### config.mk
export PLATFORM = sky130hd
export DESIGN_NAME = rs_nand_parity_enc
export DESIGN_NICKNAME = d
export VERILOG_FILES = /design/src/rtl/rsenc_pkg.sv /design/src/rtl/rsenc_packer.sv /design/src/rtl/rsenc_lfsr.sv /design/src/rtl/rs_nand_parity_enc.sv
export SDC_FILE = /design/constraint.sdc
export NUM_CORES = 1
export LEC_CHECK = 0
export BUFFER_PORTS_ARGS = -buffer_cell sky130_fd_sc_hd__buf_2
export CORE_ASPECT_RATIO = 0.8
export CORE_MARGIN = 2
export CORE_UTILIZATION = 60
export CTS_CLUSTER_DIAMETER = 200
export CTS_CLUSTER_SIZE = 14
export DETAILED_ROUTE_END_ITERATION = 7
export PLACE_DENSITY = 0.77
export RECOVER_POWER = 25
export SETUP_SLACK_MARGIN = 0.4
export SLEW_MARGIN = 20
export SYNTH_ARGS = -nofsm -noshare
export SYNTH_HDL_FRONTEND = slang
export SYNTH_SLANG_ARGS = --single-unit
### constraint.sdc
create_clock -name clk -period 4.1 [get_ports clk]
set_input_delay 0.615 -clock clk [delete_from_list [all_inputs] [get_ports clk]]
set_output_delay 0.615 -clock clk [all_outputs]
set_load 0.01 [all_outputs]
### src/rtl/rsenc_pkg.sv
package rsenc_pkg;

    localparam int GF_W = 9;
    localparam logic [GF_W:0] GF_POLY = 10'h211;   // x^9 + x^4 + 1
    localparam int MAX_PAR = 16;

    typedef enum logic [1:0] {
        ST_IDLE   = 2'd0,
        ST_DATA   = 2'd1,
        ST_PARITY = 2'd2
    } enc_state_e;

    // Product of two field elements: shift-and-add with reduction.
    function automatic logic [GF_W-1:0] gf_mul(input logic [GF_W-1:0] a,
                                               input logic [GF_W-1:0] b);
        logic [GF_W-1:0] acc;
        logic [GF_W-1:0] run;
        acc = '0;
        run = a;
        for (int k = 0; k < GF_W; k++) begin
            if (b[k]) acc = acc ^ run;
            if (run[GF_W-1]) run = (run << 1) ^ GF_POLY[GF_W-1:0];
            else             run = run << 1;
        end
        return acc;
    endfunction

    // Coefficient idx of prod_{r=0}^{npar-1} (x + alpha^r).
    function automatic logic [GF_W-1:0] gen_coeff(input int idx, input int npar);
        logic [GF_W-1:0] g [0:MAX_PAR];
        logic [GF_W-1:0] root;
        for (int k = 0; k <= MAX_PAR; k++) g[k] = '0;
        g[0] = GF_W'(1);
        root = GF_W'(1);
        for (int r = 0; r < MAX_PAR; r++) begin
            if (r < npar) begin
                for (int k = MAX_PAR; k >= 1; k--) g[k] = g[k-1] ^ gf_mul(g[k], root);
                g[0] = gf_mul(g[0], root);
                root = gf_mul(root, GF_W'(2));
            end
        end
        return g[idx];
    endfunction

endpackage

### src/rtl/rsenc_packer.sv
module rsenc_packer #(
    parameter int SYM_W = 9,
    parameter int PAD   = 3
) (
    input  logic             clk,
    input  logic             rst_n,
    input  logic             clr_i,
    input  logic             take_i,
    input  logic [7:0]       byte_i,
    output logic             sym_v_o,
    output logic [SYM_W-1:0] sym_o
);
    localparam int HOLD_W = SYM_W - 1;
    localparam int WIDE_W = HOLD_W + 8;
    localparam int CNT_W  = $clog2(WIDE_W + 1);
    localparam logic [CNT_W-1:0] SYM_C = CNT_W'(SYM_W);
    localparam logic [CNT_W-1:0] PAD_C = CNT_W'(PAD);
    localparam logic [CNT_W-1:0] BYTE_C = CNT_W'(8);

    logic [HOLD_W-1:0] hold_q;
    logic [CNT_W-1:0]  cnt_q;
    logic [WIDE_W-1:0] wide;
    logic [CNT_W-1:0]  cnt_wide;
    logic              emit;
    logic [WIDE_W-1:0] shifted;

    always_comb begin
        wide     = {hold_q, byte_i};
        cnt_wide = cnt_q + BYTE_C;
        emit     = (cnt_wide >= SYM_C);
        shifted  = wide >> (cnt_wide - SYM_C);
    end

    always_ff @(posedge clk or negedge rst_n) begin
        if (!rst_n) begin
            hold_q  <= '0;
            cnt_q   <= PAD_C;
            sym_v_o <= 1'b0;
            sym_o   <= '0;
        end else begin
            sym_v_o <= 1'b0;
            if (clr_i) begin
                hold_q <= '0;
                cnt_q  <= PAD_C;
            end else if (take_i) begin
                hold_q <= wide[HOLD_W-1:0];
                if (emit) begin
                    cnt_q   <= cnt_wide - SYM_C;
                    sym_v_o <= 1'b1;
                    sym_o   <= shifted[SYM_W-1:0];
                end else begin
                    cnt_q <= cnt_wide;
                end
            end
        end
    end
endmodule

### src/rtl/rsenc_lfsr.sv
module rsenc_lfsr #(
    parameter int SYM_W = 9,
    parameter int NPAR  = 10
) (
    input  logic             clk,
    input  logic             rst_n,
    input  logic             clr_i,
    input  logic             feed_i,
    input  logic             shift_i,
    input  logic [SYM_W-1:0] sym_i,
    output logic [SYM_W-1:0] top_o
);
    logic [NPAR-1:0][SYM_W-1:0] rem_q;
    logic [NPAR-1:0][SYM_W-1:0] rem_fed;
    logic [SYM_W-1:0]           fb;

    assign fb    = sym_i ^ rem_q[NPAR-1];
    assign top_o = rem_q[NPAR-1];

    for (genvar i = 0; i < NPAR; i++) begin : g_tap
        localparam logic [SYM_W-1:0] COEF = rsenc_pkg::gen_coeff(i, NPAR);
        if (i == 0) begin : g_low
            assign rem_fed[i] = rsenc_pkg::gf_mul(fb, COEF);
        end else begin : g_up
            assign rem_fed[i] = rem_q[i-1] ^ rsenc_pkg::gf_mul(fb, COEF);
        end
    end

    always_ff @(posedge clk or negedge rst_n) begin
        if (!rst_n)        rem_q <= '0;
        else if (clr_i)    rem_q <= '0;
        else if (feed_i)   rem_q <= rem_fed;
        else if (shift_i)  rem_q <= {rem_q[NPAR-2:0], {SYM_W{1'b0}}};
    end
endmodule

### src/rtl/rs_nand_parity_enc.sv
module rs_nand_parity_enc #(
    parameter int SECTOR_BYTES = 516,
    parameter int NPAR         = 10
) (
    input  logic       clk,
    input  logic       rst_n,
    input  logic       sector_start_i,
    input  logic       protect_en_i,
    input  logic       in_valid_i,
    input  logic [7:0] in_byte_i,
    output logic       in_ready_o,
    output logic       out_valid_o,
    output logic [8:0] out_sym_o,
    output logic       out_parity_o,
    output logic       out_last_o
);
    import rsenc_pkg::*;

    localparam int SYM_W     = GF_W;
    localparam int DATA_BITS = 8 * SECTOR_BYTES;
    localparam int NSYM      = (DATA_BITS + SYM_W - 1) / SYM_W;
    localparam int PAD       = NSYM * SYM_W - DATA_BITS;
    localparam int BCNT_W    = $clog2(SECTOR_BYTES + 1);
    localparam int SCNT_W    = $clog2(NSYM + 1);
    localparam int PCNT_W    = $clog2(NPAR + 1);
    localparam logic [BCNT_W-1:0] BYTES_C    = BCNT_W'(SECTOR_BYTES);
    localparam logic [SCNT_W-1:0] LAST_SYM_C = SCNT_W'(NSYM - 1);
    localparam logic [PCNT_W-1:0] LAST_PAR_C = PCNT_W'(NPAR - 1);

    enc_state_e        state_q, state_d;
    logic              prot_q;
    logic [BCNT_W-1:0] bcnt_q;
    logic [SCNT_W-1:0] scnt_q;
    logic [PCNT_W-1:0] pcnt_q;

    logic              start_ok;
    logic              accept;
    logic              pk_v;
    logic [SYM_W-1:0]  pk_sym;
    logic [SYM_W-1:0]  par_top;
    logic              last_data;
    logic              last_par;

    assign start_ok  = (state_q == ST_IDLE) && sector_start_i;
    assign accept    = in_valid_i && in_ready_o;
    assign last_data = (state_q == ST_DATA) && pk_v && (scnt_q == LAST_SYM_C);
    assign last_par  = (state_q == ST_PARITY) && (pcnt_q == LAST_PAR_C);

    rsenc_packer #(
        .SYM_W (SYM_W),
        .PAD   (PAD)
    ) i_packer (
        .clk     (clk),
        .rst_n   (rst_n),
        .clr_i   (start_ok),
        .take_i  (accept),
        .byte_i  (in_byte_i),
        .sym_v_o (pk_v),
        .sym_o   (pk_sym)
    );

    rsenc_lfsr #(
        .SYM_W (SYM_W),
        .NPAR  (NPAR)
    ) i_lfsr (
        .clk     (clk),
        .rst_n   (rst_n),
        .clr_i   (start_ok),
        .feed_i  ((state_q == ST_DATA) && pk_v && prot_q),
        .shift_i (state_q == ST_PARITY),
        .sym_i   (pk_sym),
        .top_o   (par_top)
    );

    // Next-state logic
    always_comb begin
        state_d = state_q;
        unique case (state_q)
            ST_IDLE:   if (sector_start_i) state_d = ST_DATA;
            ST_DATA:   if (last_data) state_d = prot_q ? ST_PARITY : ST_IDLE;
            ST_PARITY: if (last_par) state_d = ST_IDLE;
            default:   state_d = ST_IDLE;
        endcase
    end

    // State register and sector counters
    always_ff @(posedge clk or negedge rst_n) begin
        if (!rst_n) begin
            state_q <= ST_IDLE;
            prot_q  <= 1'b0;
            bcnt_q  <= '0;
            scnt_q  <= '0;
            pcnt_q  <= '0;
        end else begin
            state_q <= state_d;
            if (start_ok) begin
                prot_q <= protect_en_i;
                bcnt_q <= '0;
                scnt_q <= '0;
                pcnt_q <= '0;
            end else begin
                if (accept) bcnt_q <= bcnt_q + 1'b1;
                if ((state_q == ST_DATA) && pk_v) scnt_q <= scnt_q + 1'b1;
                if (state_q == ST_PARITY) pcnt_q <= pcnt_q + 1'b1;
            end
        end
    end

    // Outputs
    always_comb begin
        in_ready_o   = 1'b0;
        out_valid_o  = 1'b0;
        out_sym_o    = '0;
        out_parity_o = 1'b0;
        out_last_o   = 1'b0;
        unique case (state_q)
            ST_IDLE: ;
            ST_DATA: begin
                in_ready_o  = (bcnt_q < BYTES_C);
                out_valid_o = pk_v;
                out_sym_o   = pk_sym;
                out_last_o  = last_data && !prot_q;
            end
            ST_PARITY: begin
                out_valid_o  = 1'b1;
                out_sym_o    = par_top;
                out_parity_o = 1'b1;
                out_last_o   = last_par;
            end
            default: ;
        endcase
    end
endmodule

==> results.ini <==
[setup_path]
setup.worst_path.start_class=flip-flop
cpPeakStageDelay_ns=0.68
path_buf_inv=3
cp_slowest_cell=ha_1
worst-endpoint-arrival_ns=2.49
path_class=flip-flop to output pin
end_kind=output pin
path_delay_family=adder cells
crit_chain=inv_1 > ha_1 > buf_4 > a22oi_1 > nor2b_1 > buf_2
critPathMaxFanout=17
crit_required_ns=3.48

[grt]
grt_max_degree=98
grt_pass1_wl_um=39500
use_met2=0.442
overflow=0
busiest_layer=met1
use_met1=0.480
track_usage=0.316
grtUsageMet3=0.0862
grt_pass1_vias=7229
antenna_found_initial=0

[logic_synthesis]
yosys_warnings=0
synthArstFlopShare=1.00
synth_edf_count=0
yosys-top-cells-area=dfrtp_1, xnor2_1, nor2_1
yosysSeqAreaShare=0.379
synthFlopType=dfrtp_1
synth.largest_area_cell=dfrtp_1
syn_avg_cell_area_um2=9.49
synth_seq_cells=139
synth_area_um2=9180
yosysTopAreaCellShare=0.373
synthCells=968
ys_types=57
syn_nets=992

[final_layout]
drive_above_1_share=0.120
final_nets=996
area_growth_pct=9.97
most-common-layout-cells=dfrtp_1, xnor2_1, nor2_1, a21oi_1, nand2_1
fillers=1190
antenna_cells=0
final_common_cell=dfrtp_1

[cts]
post_cts_buffers=0
holdBufCountCts=0
cts.sink_count=139
clk_pin_slew_ns=0.06
cts_max_level=4
cts_buffer_depth=2
cts_made_buffers=17
cts_tree=done
cts.repair.resized=0
cts_root_buf=clkbuf_16
clk_latency_ns=0.44

[timing]
period_share=0.758
rsz0062_at_grt=no
slew_headroom=-0.647
fmax_ghz=0.322
fin_ws_ns=0.994
fin_skew_ns=0.0130
final-setup-viol-count=0
worst_pin_slew_ns=2.47
report.final.slew_viol_count=98
post-route-min-period_ns=3.11
fin_setup_tns_ns=0
hold_violations=0

[drt]
post_drt_wl_per_cell_um=20.3
vias=7474
ant_nets=0
drt-initial-drc-count=795
drcViolationCount=0
dr.pass1.iters=8
wl_um=23900
avgViaCountPerCell=6.37

[placed_design]
dp_hpwl_um=15700
place_ws_ns=1.13
gp_congestion=0.925
io_buffers=25

[floorplan]
fp.coreArea_um2=15000
fp-row-count=40
dieArea_um2=16300
die_x_um=142
io_pins=26
start_util=0.612
die_y_um=115

[hold_path]
hold_class=input port to flip-flop

[run]
cap_violations=1

[run_status]
violations=capacitance limit, slew limit
status=finished, violations left

Yosys cell counts, types with 3 or more instances:
library cell	number
mux4_2	4
a211oi_1	11
nor2_1	111
dfrtp_1	137
nor3_1	19
o211ai_1	7
nand3_1	22
o221a_2	5
mux2i_1	18
buf_1	7
nand2b_1	8
xor2_1	38
a21boi_0	4
ha_1	11
nor2b_1	12
and3_1	5
xnor2_2	3
nand4_1	4
o22ai_1	3
a222oi_1	14
or3_1	14
a211o_1	3
o21ai_0	59
nand2_1	70
o221ai_1	4
xnor2_4	6
xnor2_1	118
inv_1	17
a22o_1	16
mux2_2	9
clkbuf_1	50
buf_2	4
a21oi_1	72
a31oi_1	13
a22oi_1	22
xnor3_1	17
and2_1	3
metal layers:
layer,up-vias,share of wire
li1,3432,-
met1,3651,0.46
met2,356,0.43
met3,35,0.092
met4,0,0.014
met5,-,0
stage by stage:
stage | area (um^2) | cells | hold WS, ns | utilization
6_report | 10100 | 1174 | 0.377 | 0.673
5_1_grt | 10100 | 1174 | 0.382 | 0.673
4_1_cts | 10100 | 1174 | 0.321 | 0.673
3_5_place_dp | 9500 | 1142 | 0.515 | 0.633
3_3_place_gp | 9500 | 1142 | 0.505 | 0.633
2_1_floorplan | 9180 | 968 | 0.319 | -
cell families after synthesis:
logic type / after synthesis / share of synthesized area
DFF: 139 / 0.379
muxes: 31 / 0.0405
AOI/OAI and AO/OA: 246 / 0.174
and+or+nand+nor: 277 / 0.136
xor gates and xnor gates: 186 / 0.224
adders and majority gates: 11 / 0.0150
buffers and inverters: 78 / 0.0324
registers in the layout (all words and copies together), names as in the netlist:
signal,cells
i_lfsr.top_o,9
i_lfsr.rem_q,81
bcnt_q,10
state_q,2
i_packer.cnt_q,5
pcnt_q,4
scnt_q,9
i_packer.hold_q,8
i_packer.sym_o,9
i_packer.sym_v_o,1
prot_q,1
tightest hold or removal path, delay by kind of cell:
family / cells / cell delay [ns]
simple gates: 2 / 0.09
buf+inv: 1 / 0.07
area by class of cell:
class	instances	area (um^2)	share of cell area
multi-input combinational	751	5430	0.538
clock buffer	20	457	0.0452
tap	189	236	0.0234
clock inverter	12	146	0.0145
timing repair buffer	46	283	0.0280
sequential	139	3480	0.345
inverter	17	63.8	0.00632
path summary, 6_finish.rpt:
kind	startpoint	endpoint	slack [ns]	cells after the start
worst max-delay path	state_q[0]	out_sym_o[4]	0.99	6
worst min-delay path	protect_en_i	prot_q	0.38	3
worst max register to register	state_q[1]	i_packer.sym_o[1]	1.05	7
worst min register to register	i_lfsr.rem_q[6]	i_lfsr.rem_q[6]	0.53	1
max in group asynchronous	rst_n	i_packer.cnt_q[1]	1.72	2
min in group asynchronous	rst_n	scnt_q[2]	0.93	1
Power is left out: the tool's default activity adds up to more than one toggle a clock period on the data nets, which glitch-free logic cannot reach.
